### src/rtl/ltlb_pkg.sv
package ltlb_pkg;
   localparam int LTLB_ENTRIES   = 8;
   localparam int LTLB_VA_W      = 24;
   localparam int LTLB_PA_W      = 24;
   localparam int LTLB_PG_SHIFT  = 12;
   localparam int LTLB_SEC_SHIFT = 20;

   typedef enum logic {
      KIND_PAGE = 1'b0,
      KIND_SECT = 1'b1
   } ltlb_kind_e;
endpackage

### src/rtl/ltlb_match.sv
module ltlb_match #(
   parameter int N     = 8,
   parameter int TG_W  = 12,
   parameter int SEC_W = 4
) (
   input  logic [N-1:0]    ent_valid,
   input  logic [N-1:0]    ent_sect,
   input  logic [TG_W-1:0] ent_tag [N],
   input  logic [TG_W-1:0] q_tag,
   output logic [N-1:0]    match_vec
);
   initial begin
      assert (SEC_W > 0 && SEC_W <= TG_W)
         else $error("ltlb_match: section width must lie within the tag");
   end

   for (genvar g = 0; g < N; g++) begin : g_ent
      logic hi_eq;
      logic lo_eq;
      assign hi_eq = ent_tag[g][TG_W-1 -: SEC_W] == q_tag[TG_W-1 -: SEC_W];
      if (SEC_W == TG_W) begin : g_flat
         assign lo_eq = 1'b1;
      end else begin : g_split
         assign lo_eq = ent_tag[g][TG_W-SEC_W-1:0] == q_tag[TG_W-SEC_W-1:0];
      end
      assign match_vec[g] = ent_valid[g] & hi_eq &
                            (ent_sect[g] == ltlb_pkg::KIND_SECT | lo_eq);
   end
endmodule

### src/rtl/ltlb_pick.sv
module ltlb_pick #(
   parameter int N  = 8,
   parameter int IW = $clog2(N)
) (
   input  logic [N-1:0]  req,
   output logic          any,
   output logic [IW-1:0] idx
);
   always_comb begin
      any = 1'b0;
      idx = '0;
      for (int i = N - 1; i >= 0; i--) begin
         if (req[i]) begin
            any = 1'b1;
            idx = IW'(i);
         end
      end
   end
endmodule

### src/rtl/ltlb_victim.sv
module ltlb_victim #(
   parameter int N  = 8,
   parameter int IW = $clog2(N)
) (
   input  logic          clk,
   input  logic          rst_n,
   input  logic [N-1:0]  lock_vec,
   input  logic          adv,
   output logic [IW-1:0] tgt_idx,
   output logic          tgt_ok
);
   initial begin
      assert (N >= 2 && (N & (N - 1)) == 0)
         else $error("ltlb_victim: slot count must be a power of two, at least 2");
   end

   logic [IW-1:0] ptr_q;
   logic [IW:0]   cur_scan;
   logic [IW:0]   nxt_scan;

   function automatic logic [IW:0] first_free(input logic [IW-1:0] start,
                                              input logic [N-1:0]  lk);
      logic [IW:0]   r;
      logic [IW-1:0] j;
      r = '0;
      for (int k = N - 1; k >= 0; k--) begin
         j = start + IW'(k);
         if (!lk[j]) r = {1'b1, j};
      end
      return r;
   endfunction

   always_comb begin
      cur_scan = first_free(ptr_q, lock_vec);
      nxt_scan = first_free(cur_scan[IW-1:0] + IW'(1), lock_vec);
   end

   assign tgt_ok  = cur_scan[IW];
   assign tgt_idx = tgt_ok ? cur_scan[IW-1:0] : ptr_q;

   always_ff @(posedge clk or negedge rst_n) begin
      if (!rst_n)
         ptr_q <= '0;
      else if (adv && tgt_ok)
         ptr_q <= nxt_scan[IW-1:0];
   end

   // with every slot locked the pointer does not move
   p_drop_hold_r5: assert property (@(posedge clk) disable iff (!rst_n)
      (adv && (&lock_vec)) |=> ptr_q == $past(ptr_q));

   // with more than one free slot the pointer leaves the slot just filled
   p_moves_on_r3: assert property (@(posedge clk) disable iff (!rst_n)
      (adv && tgt_ok && $countones(~lock_vec) > 1) |=> ptr_q != $past(tgt_idx));
endmodule

### src/rtl/ltlb_top.sv
module ltlb_top #(
   parameter int N_ENT  = ltlb_pkg::LTLB_ENTRIES,
   parameter int VA_W   = ltlb_pkg::LTLB_VA_W,
   parameter int PA_W   = ltlb_pkg::LTLB_PA_W,
   parameter int PG_SH  = ltlb_pkg::LTLB_PG_SHIFT,
   parameter int SEC_SH = ltlb_pkg::LTLB_SEC_SHIFT,
   localparam int IW    = $clog2(N_ENT),
   localparam int TG_W  = VA_W - PG_SH,
   localparam int PB_W  = PA_W - PG_SH
) (
   input  logic            clk,
   input  logic            rst_n,
   input  logic            walk_en,
   input  logic            q_valid,
   input  logic [VA_W-1:0] q_va,
   output logic            q_hit,
   output logic            q_miss,
   output logic [PA_W-1:0] q_pa,
   input  logic            fill_valid,
   input  logic [TG_W-1:0] fill_vtag,
   input  logic [PB_W-1:0] fill_pbase,
   input  logic            fill_sect,
   input  logic            ld_wr,
   input  logic [IW-1:0]   ld_idx,
   input  logic [TG_W-1:0] ld_vtag,
   input  logic [PB_W-1:0] ld_pbase,
   input  logic            ld_sect,
   input  logic            ld_lock,
   input  logic            lock_wr,
   input  logic [IW-1:0]   lock_idx,
   input  logic            lock_set,
   input  logic            tbase_wr,
   input  logic [PA_W-1:0] tbase_in,
   output logic [PA_W-1:0] tbase,
   input  logic            inval_all,
   input  logic            stat_ack,
   output logic            irq_miss,
   output logic [VA_W-1:0] miss_va,
   output logic            fill_drop,
   output logic [IW-1:0]   victim_idx
);
   localparam int SEC_W  = VA_W - SEC_SH;
   localparam int SPB_W  = PA_W - SEC_SH;

   initial begin
      assert (PG_SH > 0 && SEC_SH > PG_SH && SEC_SH < VA_W && SEC_SH < PA_W)
         else $error("ltlb_top: shifts must satisfy 0 < page < section < width");
   end

   logic [N_ENT-1:0] valid_q, lock_q, sect_q;
   logic [TG_W-1:0]  tag_q [N_ENT];
   logic [PB_W-1:0]  pb_q  [N_ENT];
   logic [PA_W-1:0]  tbase_q;
   logic             irq_q, drop_q;
   logic [VA_W-1:0]  mva_q;

   logic [N_ENT-1:0] match_vec;
   logic             any_hit;
   logic [IW-1:0]    sel_idx;
   logic [IW-1:0]    tgt_idx;
   logic             tgt_ok;
   logic             man_ok, fill_fire, miss_ev;

   ltlb_match #(.N(N_ENT), .TG_W(TG_W), .SEC_W(SEC_W)) u_match (
      .ent_valid (valid_q),
      .ent_sect  (sect_q),
      .ent_tag   (tag_q),
      .q_tag     (q_va[VA_W-1:PG_SH]),
      .match_vec (match_vec)
   );

   ltlb_pick #(.N(N_ENT), .IW(IW)) u_pick (
      .req (match_vec),
      .any (any_hit),
      .idx (sel_idx)
   );

   ltlb_victim #(.N(N_ENT), .IW(IW)) u_victim (
      .clk      (clk),
      .rst_n    (rst_n),
      .lock_vec (lock_q),
      .adv      (fill_valid),
      .tgt_idx  (tgt_idx),
      .tgt_ok   (tgt_ok)
   );

   assign man_ok    = !walk_en;
   assign fill_fire = fill_valid && tgt_ok;
   assign miss_ev   = q_valid && !any_hit && !walk_en;

   assign q_hit  = q_valid && any_hit;
   assign q_miss = q_valid && !any_hit;
   always_comb begin
      if (sect_q[sel_idx] == ltlb_pkg::KIND_SECT)
         q_pa = {pb_q[sel_idx][PB_W-1 -: SPB_W], q_va[SEC_SH-1:0]};
      else
         q_pa = {pb_q[sel_idx], q_va[PG_SH-1:0]};
   end

   always_ff @(posedge clk or negedge rst_n) begin
      if (!rst_n) begin
         valid_q <= '0;
         lock_q  <= '0;
         sect_q  <= '0;
         for (int i = 0; i < N_ENT; i++) begin
            tag_q[i] <= '0;
            pb_q[i]  <= '0;
         end
      end else begin
         if (inval_all)
            valid_q <= valid_q & lock_q;
         if (man_ok && ld_wr) begin
            valid_q[ld_idx] <= 1'b1;
            lock_q[ld_idx]  <= ld_lock;
            sect_q[ld_idx]  <= ld_sect;
            tag_q[ld_idx]   <= ld_vtag;
            pb_q[ld_idx]    <= ld_pbase;
         end
         if (man_ok && lock_wr)
            lock_q[lock_idx] <= lock_set;
         if (fill_fire) begin
            valid_q[tgt_idx] <= 1'b1;
            lock_q[tgt_idx]  <= 1'b0;
            sect_q[tgt_idx]  <= fill_sect;
            tag_q[tgt_idx]   <= fill_vtag;
            pb_q[tgt_idx]    <= fill_pbase;
         end
      end
   end

   always_ff @(posedge clk or negedge rst_n) begin
      if (!rst_n) begin
         tbase_q <= '0;
         irq_q   <= 1'b0;
         mva_q   <= '0;
         drop_q  <= 1'b0;
      end else begin
         if (man_ok && tbase_wr)
            tbase_q <= tbase_in;
         if (stat_ack) begin
            irq_q  <= 1'b0;
            drop_q <= 1'b0;
         end
         if (miss_ev && (!irq_q || stat_ack)) begin
            irq_q <= 1'b1;
            mva_q <= q_va;
         end
         if (fill_valid && !tgt_ok)
            drop_q <= 1'b1;
      end
   end

   assign tbase      = tbase_q;
   assign irq_miss   = irq_q;
   assign miss_va    = mva_q;
   assign fill_drop  = drop_q;
   assign victim_idx = tgt_idx;

   // hit and miss are exclusive
   p_hit_excl_r1: assert property (@(posedge clk) disable iff (!rst_n)
      !(q_hit && q_miss));

   // pending interrupt and its address persist until acknowledged
   p_irq_hold_r7: assert property (@(posedge clk) disable iff (!rst_n)
      (irq_miss && !stat_ack) |=> (irq_miss && $stable(miss_va)));

   // no interrupt appears without a miss in walker-off mode
   p_irq_quiet_r8: assert property (@(posedge clk) disable iff (!rst_n)
      (!irq_miss && (walk_en || !q_valid)) |=> !irq_miss);

   // table base is frozen while the walker runs
   p_tbase_frozen_r6: assert property (@(posedge clk) disable iff (!rst_n)
      walk_en |=> tbase == $past(tbase));

   // fill against a fully locked cache raises the drop flag
   p_drop_flag_r5: assert property (@(posedge clk) disable iff (!rst_n)
      (fill_valid && (&lock_q)) |=> fill_drop);

   // invalidate keeps locked valid slots
   p_locked_kept_r9: assert property (@(posedge clk) disable iff (!rst_n)
      (inval_all && !ld_wr && !lock_wr) |=>
         ((valid_q & $past(valid_q & lock_q)) == $past(valid_q & lock_q)));
endmodule

### config.mk
export PLATFORM = sky130hd
export DESIGN_NAME = ltlb_top
export DESIGN_NICKNAME = d
export VERILOG_FILES = /design/src/rtl/ltlb_pkg.sv /design/src/rtl/ltlb_match.sv /design/src/rtl/ltlb_pick.sv /design/src/rtl/ltlb_victim.sv /design/src/rtl/ltlb_top.sv
export SDC_FILE = /design/constraint.sdc
export NUM_CORES = 1
export LEC_CHECK = 0
export BUFFER_PORTS_ARGS = -buffer_cell sky130_fd_sc_hd__buf_2
export CAP_MARGIN = 20
export CORE_MARGIN = 1.5
export CORE_UTILIZATION = 25
export CTS_CLUSTER_DIAMETER = 40
export DETAILED_ROUTE_END_ITERATION = 16
export PLACE_DENSITY = 0.5
export SYNTH_ARGS = -nofsm -noshare
export SYNTH_HDL_FRONTEND = slang
export SYNTH_SLANG_ARGS = --single-unit
### constraint.sdc
create_clock -name clk -period 5.8 [get_ports clk]
set_input_delay 0.29 -clock clk [delete_from_list [all_inputs] [get_ports clk]]
set_output_delay 0.29 -clock clk [all_outputs]
set_load 0.02 [all_outputs]
==> impl_metrics.json, run 1 <==
{
  "syn_nets": 1534,
  "final-hold-violation-count": 0,
  "synth_area_per_cell_sq_um": 12.0,
  "synth_area_leader_cell": "dfrtp_1",
  "synth_edf_count": 0,
  "dp_cells": 2413,
  "drive_gt1_frac": 0.517,
  "synthFlopType": "dfrtp_1",
  "yosysSeqAreaShare": 0.396,
  "overflow": 0,
  "crit_path_end_kind": "flip-flop",
  "hpwl_um": 35800,
  "slew_headroom": 0.295,
  "cp_max_fo": 11,
  "worstSetupStartpointType": "flip-flop",
  "ys_ff_latch": 269,
  "cts.clk_slew.worst_paths_ns": 0.05,
  "hp-class": "input pin to flip-flop",
  "gp_congestion": 0.868,
  "wl_per_cell_um": 21.2,
  "path_buf_inv": 2,
  "critPathSlowestCell": "mux4_2",
  "fp-row-count": 95,
  "ys_types": 78,
  "grt_antenna_before_repair": 10,
  "nets": 1754,
  "slowest_delay_ns": 0.59,
  "finClkSkew_ns": 0.0263,
  "via_per_inst": 4.92,
  "cts_tree": "done",
  "die_w_um": 264,
  "io_buffers": 194,
  "vias": 12500,
  "core_sq_mm": 0.0673,
  "synth_area_leaders": "dfrtp_1, mux2_2, mux4_2",
  "max_slew.worst_pin.slew_ns": 1.05,
  "max_cap_violations": 0,
  "peakVddDrop_mv": 0.494,
  "worstPathArrival_ns": 5.84,
  "io_pins": 195,
  "drv_slew": 0,
  "outcome": "finished clean",
  "ctsRootBufferMaster": "clkbuf_16",
  "period_needed_ns": 5.34,
  "synthCells": 1414,
  "grt_usage": 0.154,
  "grt_pass1_wl_um": 82900,
  "setup_viol": 0,
  "initial_core_util": 0.253,
  "p_leak_nw": 8.78,
  "htreeDepth": 2,
  "first_iter_violations": 690,
  "grt_max_degree": 151,
  "yosysMostFrequentCell": "mux2_2",
  "yosysTopAreaCellShare": 0.396,
  "path_cells": "clkinv_1, ha_2, mux2i_1, mux4_2, o311ai_1, o21ai_0, o32a_1, a211oi_1, a21oi_1, o21ai_1, ha_2, inv_1, a21oi_2, nor2_2, mux2i_4, mux2i_4, mux2i_1, a2111oi_2, o32a_1",
  "max_freq_mhz": 187,
  "synthArstFlopShare": 1.00,
  "grt_pass1_vias": 13100,
  "finalNonFillerCells": 2547,
  "clk_path_buf_depth": 3,
  "drc_errors": 0,
  "syn_to_final_growth_pct": 24.6,
  "setup-tns-final_ns": 0,
  "ant_nets": 0,
  "reg2reg_slack_ns": 0.46,
  "fp.dieArea_sq_mm": 0.0696,
  "diodes": 0,
  "cts_buffers": 51,
  "timing.setup.critical_path_class": "flip-flop to flip-flop",
  "critPathTopFamily": "compound AO/OA/AOI/OAI gates",
  "syn_area_sq_mm": 0.0170,
  "power_density_mw_per_mm2": 697,
  "clock_latency_ns": 0.60,
  "drt_pass1_iterations": 5,
  "timing.final.crit_share": 0.920,
  "cts_sinks": 269,
  "rsz0062_at_grt": "false",
  "chipHeight_um": 264,
  "wl_um": 54000,
  "yosysWarnings": 0,
  "required_ns": 6.31,
  "yosys-top-cells-count": "mux2_2, dfrtp_1, nand2_1"
}
## placed cells by master, fill, tap and decap left out, types with 41 or more instances in the layout
cell / n
nand2_1: 57
buf_2: 193
nor2_1: 42
o21ai_0: 46
xnor2_1: 50
clkbuf_16: 52
mux2i_1: 56
dlygate4sd3_1: 41
mux2_2: 466
xor2_1: 48
dfrtp_1: 269
## power by group
group	total (W)	switching, W	internal (W)
combinational	0.00832	0.00438	0.00394
clock	0.00310	0.00109	0.00201
sequential	0.00336	0.000585	0.00277
## per-layer routing
layer  routed length, um  track usage
met5                  59            0
met4                1050       0.0363
met3                2380       0.0273
met2               26500        0.260
met1               24000        0.204
## worst reg2reg max path: stages (launching register included)
cell and delay [ns]:
dfrtp_1 0.41, clkinv_1 0.12, ha_2 0.46, mux2i_1 0.15, mux4_2 0.59, o311ai_1 0.32, o21ai_0 0.15, o32a_1 0.21
a211oi_1 0.25, a21oi_1 0.07, o21ai_1 0.30, ha_2 0.43, inv_1 0.12, a21oi_2 0.09, nor2_2 0.27, mux2i_4 0.37
mux2i_4 0.15, mux2i_1 0.18, a2111oi_2 0.39, o32a_1 0.22
## through the flow
step / instance area [sq um] / utilization / setup slack, ns / total power (W) / hold slack (ns)
after floorplan: 17000 / - / 0.461 / 0.00943 / -0.00559
after global placement: 18900 / 0.281 / 0.333 / 0.0113 / 0.435
after detailed placement: 18900 / 0.281 / 0.147 / 0.0114 / 0.445
after CTS: 21200 / 0.314 / 0.0915 / 0.0146 / 0.000651
after global routing: 21200 / 0.315 / 0.0754 / 0.0157 / 0.0366
final: 21200 / 0.315 / 0.464 / 0.0148 / 0.0391
## timing repair
item                                    4_1_cts  5_1_grt
buffers inserted                              0        0
hold buffers                                 41        0
endpoints found under the setup margin        0        3
gates resized for setup                       0       10
hold endpoints to repair                    159        0
## area by class of cell
cell class,instances,area [sq um]
Clock inverter,27,358
Multi-Input combinational cell,1021,9780
Clock buffer,66,1450
Inverter,16,60.1
Fill cell,6818,46100
Timing Repair Buffer,275,1720
Sequential cell,269,6730
Tap cell,873,1090
## flip-flops by register name (all words and copies together) (netlist names)
name,count
valid_q,8
irq_miss,1
lock_q,8
fill_drop,1
pb_q,96
sect_q,8
tag_q,96
tbase,24
miss_va,24
u_victim.ptr_q,3
## path summary, 6_finish.rpt
kind,endpoint,startpoint,cells past startpoint
min,valid_q[3],inval_all,4
min reg2reg,miss_va[16],miss_va[16],1
max in group asynchronous,irq_miss,rst_n,3
max,u_victim.ptr_q[1],u_victim.ptr_q[0],19
max reg2reg,u_victim.ptr_q[1],u_victim.ptr_q[0],19
min in group asynchronous,pb_q[41],rst_n,2
## cell families (layout without fill, tap and decap cells)
kind of cell	after synthesis	after routing	synth area share
AOI/OAI and AO/OA	150	150	0.0596
xor gates and xnor gates	101	101	0.0540
adders and majority gates	4	4	0.00294
buffers and inverters	124	384	0.0346
DFF	269	269	0.396
muxes	563	563	0.392
and+or+nand+nor	203	203	0.0616
No activity file was read; power rests on OpenSTA's default activity.
==> run 2: changes to the inputs <==
Settings changed: PLACE_DENSITY 0.5 to 0.48, SKIP_CTS_REPAIR_TIMING set to 1.
==> run 2 against run 1 <==
Net effect: via count is 1.3% lower; utilization is 0.21 points lower; first-iteration DRC count is 5.9% lower; sequential cell count stayed put.
==> impl_metrics.json, run 2 (same netlist as run 1, synthesis figures left out) <==
{
  "fp-row-count": 95,
  "clk_path_buf_depth": 3,
  "drt_pass1_iterations": 4,
  "grt_max_degree": 143,
  "drc_errors": 0,
  "max_freq_mhz": 183,
  "max_cap_violations": 0,
  "hold_depth": 3,
  "required_ns": 6.31,
  "clock_latency_ns": 0.61,
  "final_cell_mix": "mux2_2, dfrtp_1, buf_2",
  "grt_usage": 0.157,
  "peakVddDrop_mv": 0.671,
  "fp.dieArea_sq_mm": 0.0696,
  "io_buffers": 194,
  "worstSetupStartpointType": "flip-flop",
  "period_needed_ns": 5.46,
  "overflow": 0,
  "reg2reg_slack_ns": 0.34,
  "slew_headroom": 0.312,
  "power_density_mw_per_mm2": 687,
  "drv_slew": 0,
  "cts_tree": "done",
  "grt_antenna_before_repair": 11,
  "ctsRootBufferMaster": "clkbuf_16",
  "vias": 12400,
  "p_leak_nw": 8.72,
  "chipHeight_um": 264,
  "htreeDepth": 2,
  "grt_pass1_wl_um": 84000,
  "finClkSkew_ns": 0.0518,
  "r2r_cells": 19,
  "hold_ws_ns": 0.0251,
  "first_iter_violations": 649,
  "drive_gt1_frac": 0.515,
  "cts_buffers": 50,
  "r2r_start": "u_victim.ptr_q[0]",
  "core_sq_mm": 0.0673,
  "syn_to_final_growth_pct": 23.7,
  "reg2reg_to": "u_victim.ptr_q[1]",
  "timing.setup.critical_path_class": "flip-flop to flip-flop",
  "die_w_um": 264,
  "final-hold-violation-count": 0,
  "via_per_inst": 4.85,
  "whs_endpoint": "irq_miss",
  "ant_nets": 0,
  "outcome": "finished clean",
  "min_from": "q_valid",
  "setup_viol": 0,
  "cts_sinks": 269,
  "wl_um": 55100,
  "hp-class": "input pin to flip-flop",
  "cp_max_fo": 14,
  "nets": 1757,
  "grt_pass1_vias": 13200,
  "timing.final.crit_share": 0.941,
  "io_pins": 195,
  "reg.largest.list": "pb_q (96), tag_q (96)",
  "cts.clk_slew.worst_paths_ns": 0.04,
  "gp_congestion": 0.839,
  "worstPathArrival_ns": 5.96,
  "crit_path_end_kind": "flip-flop",
  "initial_core_util": 0.253,
  "rsz0062_at_grt": "false",
  "wl_per_cell_um": 21.6,
  "power_w": 0.0145,
  "max_slew.worst_pin.slew_ns": 1.03,
  "hpwl_um": 35900,
  "setup-tns-final_ns": 0,
  "layout_commonest_cell": "mux2_2"
}
-- run 2: how the worst max path moves through the flow --
stage                                 start                end  slack (ns)  cells past startpoint
final                     u_victim.ptr_q[0]  u_victim.ptr_q[1]        0.34                     19
after global routing      u_victim.ptr_q[0]  u_victim.ptr_q[1]        0.06                     18
after CTS                 u_victim.ptr_q[0]  u_victim.ptr_q[1]        0.37                     19
after detailed placement  u_victim.ptr_q[0]  u_victim.ptr_q[1]        0.40                     19
after global placement    u_victim.ptr_q[0]  u_victim.ptr_q[1]        0.42                     19
after floorplan           u_victim.ptr_q[0]  u_victim.ptr_q[1]        0.46                     21
-- run 2: final cells by class --
| cell class | count | area [sq um] |
|---|---|---|
| fill | 6786 | 46200 |
| multi-input combinational | 1021 | 9740 |
| sequential | 269 | 6730 |
| timing repair buffer | 279 | 1730 |
| clock buffer | 60 | 1350 |
| tap | 873 | 1090 |
| clock inverter | 30 | 340 |
| inverter | 16 | 60.1 |
| antenna | 3 | 7.51 |
-- run 2: power breakdown --
group	internal, W	switching, W
clock	0.00181	0.00109
combinational	0.00390	0.00434
sequential	0.00277	0.000554
-- run 2: critical path, cell delays in order (launching register included) --
cell       delay, ns
dfrtp_1         0.40
buf_4           0.21
ha_1            0.31
xnor2_2         0.20
mux4_2          0.61
o311ai_0        0.38
o21ai_0         0.15
o32a_1          0.21
a211oi_1        0.24
a21oi_1         0.07
o21ai_1         0.29
ha_1            0.32
buf_4           0.20
nor3_2          0.33
nor2_2          0.12
mux2i_2         0.39
mux2i_4         0.17
mux2i_1         0.17
a2111oi_2       0.37
o32a_1          0.23
-- run 2: metal layers --
layer / global-route usage / vias to the layer above / part of all wire
met4: 0.0390 / 12 / 0.020
met1: 0.198 / 6334 / 0.43
met5: 0 / - / 0.0014
met3: 0.0339 / 86 / 0.048
met2: 0.271 / 272 / 0.50
li1: - / 5656 / -
-- run 2: stage by stage --
stage	std cells	instance area, sq um	util	setup slack (ns)
CTS	2509	20700	0.307	0.369
global route	2550	21100	0.313	0.0610
global placement	2419	19000	0.282	0.422
finish	2551	21100	0.313	0.342
floorplan	1414	17000	-	0.461
detailed placement	2419	19000	0.282	0.401
==> run 3: changes to the inputs <==
Settings changed: BUFFER_PORTS_ARGS -buffer_cell sky130_fd_sc_hd__buf_2 to -buffer_cell sky130_fd_sc_hd__clkbuf_2, PLACE_DENSITY 0.48 to 0.47.
==> run 3 against run 2 <==
Net effect: worst hold slack worse by 0.010 ns; largest cell class unchanged; die area unchanged; clock-buffer cell count up 14; setup slack better by 0.15 ns; register-to-register slack better by 0.15 ns; clock power up 11%; combinational power down 1%; clock skew up 0.00070 ns; highest routed layer unchanged.
==> impl_metrics.json, run 3 (same netlist as run 1, synthesis figures left out) <==
{
  "fp-row-count": 95,
  "finClkSkew_ns": 0.0525,
  "met1_length_um": 23900,
  "initial_core_util": 0.253,
  "period_needed_ns": 5.31,
  "first_iter_violations": 611,
  "path_cells": "ha_1, xnor2_2, mux4_2, o311ai_0, o21ai_0, o32a_1, a211oi_1, a21oi_1, o21ai_1, ha_2, inv_1, a21oi_2, nor2_2, mux2i_4, mux2i_4, mux2i_1, a2111oi_2, o32a_1",
  "slowest_delay_ns": 0.63,
  "gp_congestion": 0.826,
  "reg.largest.list": "pb_q (96), tag_q (96)",
  "critPathSlowestCell": "mux4_2",
  "clock_latency_ns": 0.62,
  "rsz0062_at_grt": "false",
  "p_clk_frac": 0.219,
  "final_cell_mix": "mux2_2, dfrtp_1, clkbuf_2",
  "wl_per_cell_um": 21.3,
  "chipHeight_um": 264,
  "pwr-share-comb": 0.553,
  "power_w": 0.0148,
  "slew_headroom": 0.319,
  "core_sq_mm": 0.0673,
  "vias": 12400,
  "peakVddDrop_mv": 0.572,
  "layout_commonest_cell": "mux2_2",
  "required_ns": 6.30,
  "fp.dieArea_sq_mm": 0.0696,
  "grt_max_degree": 165,
  "io_buffers": 194,
  "drv_slew": 0,
  "grt_usage": 0.155,
  "cts_tree": "done",
  "r2r_start": "u_victim.ptr_q[1]",
  "ant_nets": 0,
  "wl_um": 54400,
  "cp_max_fo": 8,
  "timing.setup.critical_path_class": "flip-flop to flip-flop",
  "hp-class": "input pin to flip-flop",
  "drive_gt1_frac": 0.518,
  "switching_power_w": 0.00598,
  "setup-tns-final_ns": 0,
  "path_buf_inv": 1,
  "io_pins": 195,
  "cts.clk_slew.worst_paths_ns": 0.05,
  "whs_endpoint": "valid_q[3]",
  "max_freq_mhz": 188,
  "max_slew.worst_pin.slew_ns": 1.02,
  "seq_power_share": 0.228,
  "final-hold-violation-count": 0,
  "grt_antenna_before_repair": 7,
  "nets": 1757,
  "topRoutingLayerUsed": "met5",
  "r2r_cells": 18,
  "wl_met2_um": 26800,
  "hpwl_um": 35600,
  "outcome": "finished clean",
  "htreeDepth": 2,
  "reg2reg_slack_ns": 0.49,
  "hold_depth": 4,
  "timing.final.crit_share": 0.916,
  "finalCoreUtilization": 0.316,
  "drt_pass1_iterations": 4,
  "clk_path_buf_depth": 3,
  "overflow": 0,
  "wl_met3_um": 2640,
  "cts_buffers": 57,
  "critPathTopFamily": "compound AO/OA/AOI/OAI gates",
  "grt_pass1_vias": 12900,
  "swShare": 0.406,
  "crit_path_end_kind": "flip-flop",
  "min_from": "inval_all",
  "cts_sinks": 269,
  "setup_viol": 0,
  "ctsRootBufferMaster": "clkbuf_16",
  "drc_errors": 0,
  "syn_to_final_growth_pct": 25.1,
  "p_int_w": 0.00877,
  "p_leak_nw": 8.85,
  "worstPathArrival_ns": 5.81,
  "grt_pass1_wl_um": 83000,
  "max_cap_violations": 0,
  "via_per_inst": 4.84,
  "power_density_mw_per_mm2": 693,
  "reg2reg_to": "u_victim.ptr_q[1]",
  "die_w_um": 264,
  "hold_ws_ns": 0.0149,
  "worstSetupStartpointType": "flip-flop"
}
## run 3: worst max-delay path by stage
stage	start	end	slack, ns	cells past startpoint
2_1_floorplan	u_victim.ptr_q[0]	u_victim.ptr_q[1]	0.46	21
3_3_place_gp	u_victim.ptr_q[0]	u_victim.ptr_q[1]	0.43	19
3_5_place_dp	u_victim.ptr_q[0]	u_victim.ptr_q[1]	0.32	19
4_1_cts	u_victim.ptr_q[0]	u_victim.ptr_q[1]	0.27	19
5_1_grt	u_victim.ptr_q[1]	u_victim.ptr_q[0]	0.01	18
6_report	u_victim.ptr_q[1]	u_victim.ptr_q[1]	0.49	18
## run 3: layout make-up
class | count | area [sq um]
fill | 6886 | 46000
multi-input combinational | 1021 | 9770
sequential | 269 | 6730
timing repair buffer | 272 | 1680
clock buffer | 74 | 1590
tap | 873 | 1090
clock inverter | 31 | 352
inverter | 16 | 60.1
antenna | 2 | 5.00
## run 3: power groups by stage
stage / Clock, W / Sequential [W] / Combinational, W
after floorplan: 0 / 0.00327 / 0.00615
after global placement: 0 / 0.00334 / 0.00793
after detailed placement: 0 / 0.00338 / 0.00804
after CTS: 0.00332 / 0.00335 / 0.00807
after global routing: 0.00342 / 0.00347 / 0.00891
final: 0.00323 / 0.00336 / 0.00816
## run 3: metrics by stage
stage	std cells	setup slack, ns	cell area [sq um]
2_1_floorplan	1414	0.461	17000
3_3_place_gp	2412	0.432	18900
3_5_place_dp	2412	0.321	18900
4_1_cts	2517	0.275	20900
5_1_grt	2556	0.0119	21300
6_report	2558	0.488	21300
## run 3: metal layers
metal,track usage,up-vias
met4,0.0357,10
met5,0,-
met3,0.0303,78
met2,0.262,276
li1,-,5675
met1,0.204,6337
## run 3: worst min-delay path: stages
cell and delay (ns):
clkbuf_2 0.09, a21boi_0 0.07, nor2_1 0.08, nand2_1 0.06
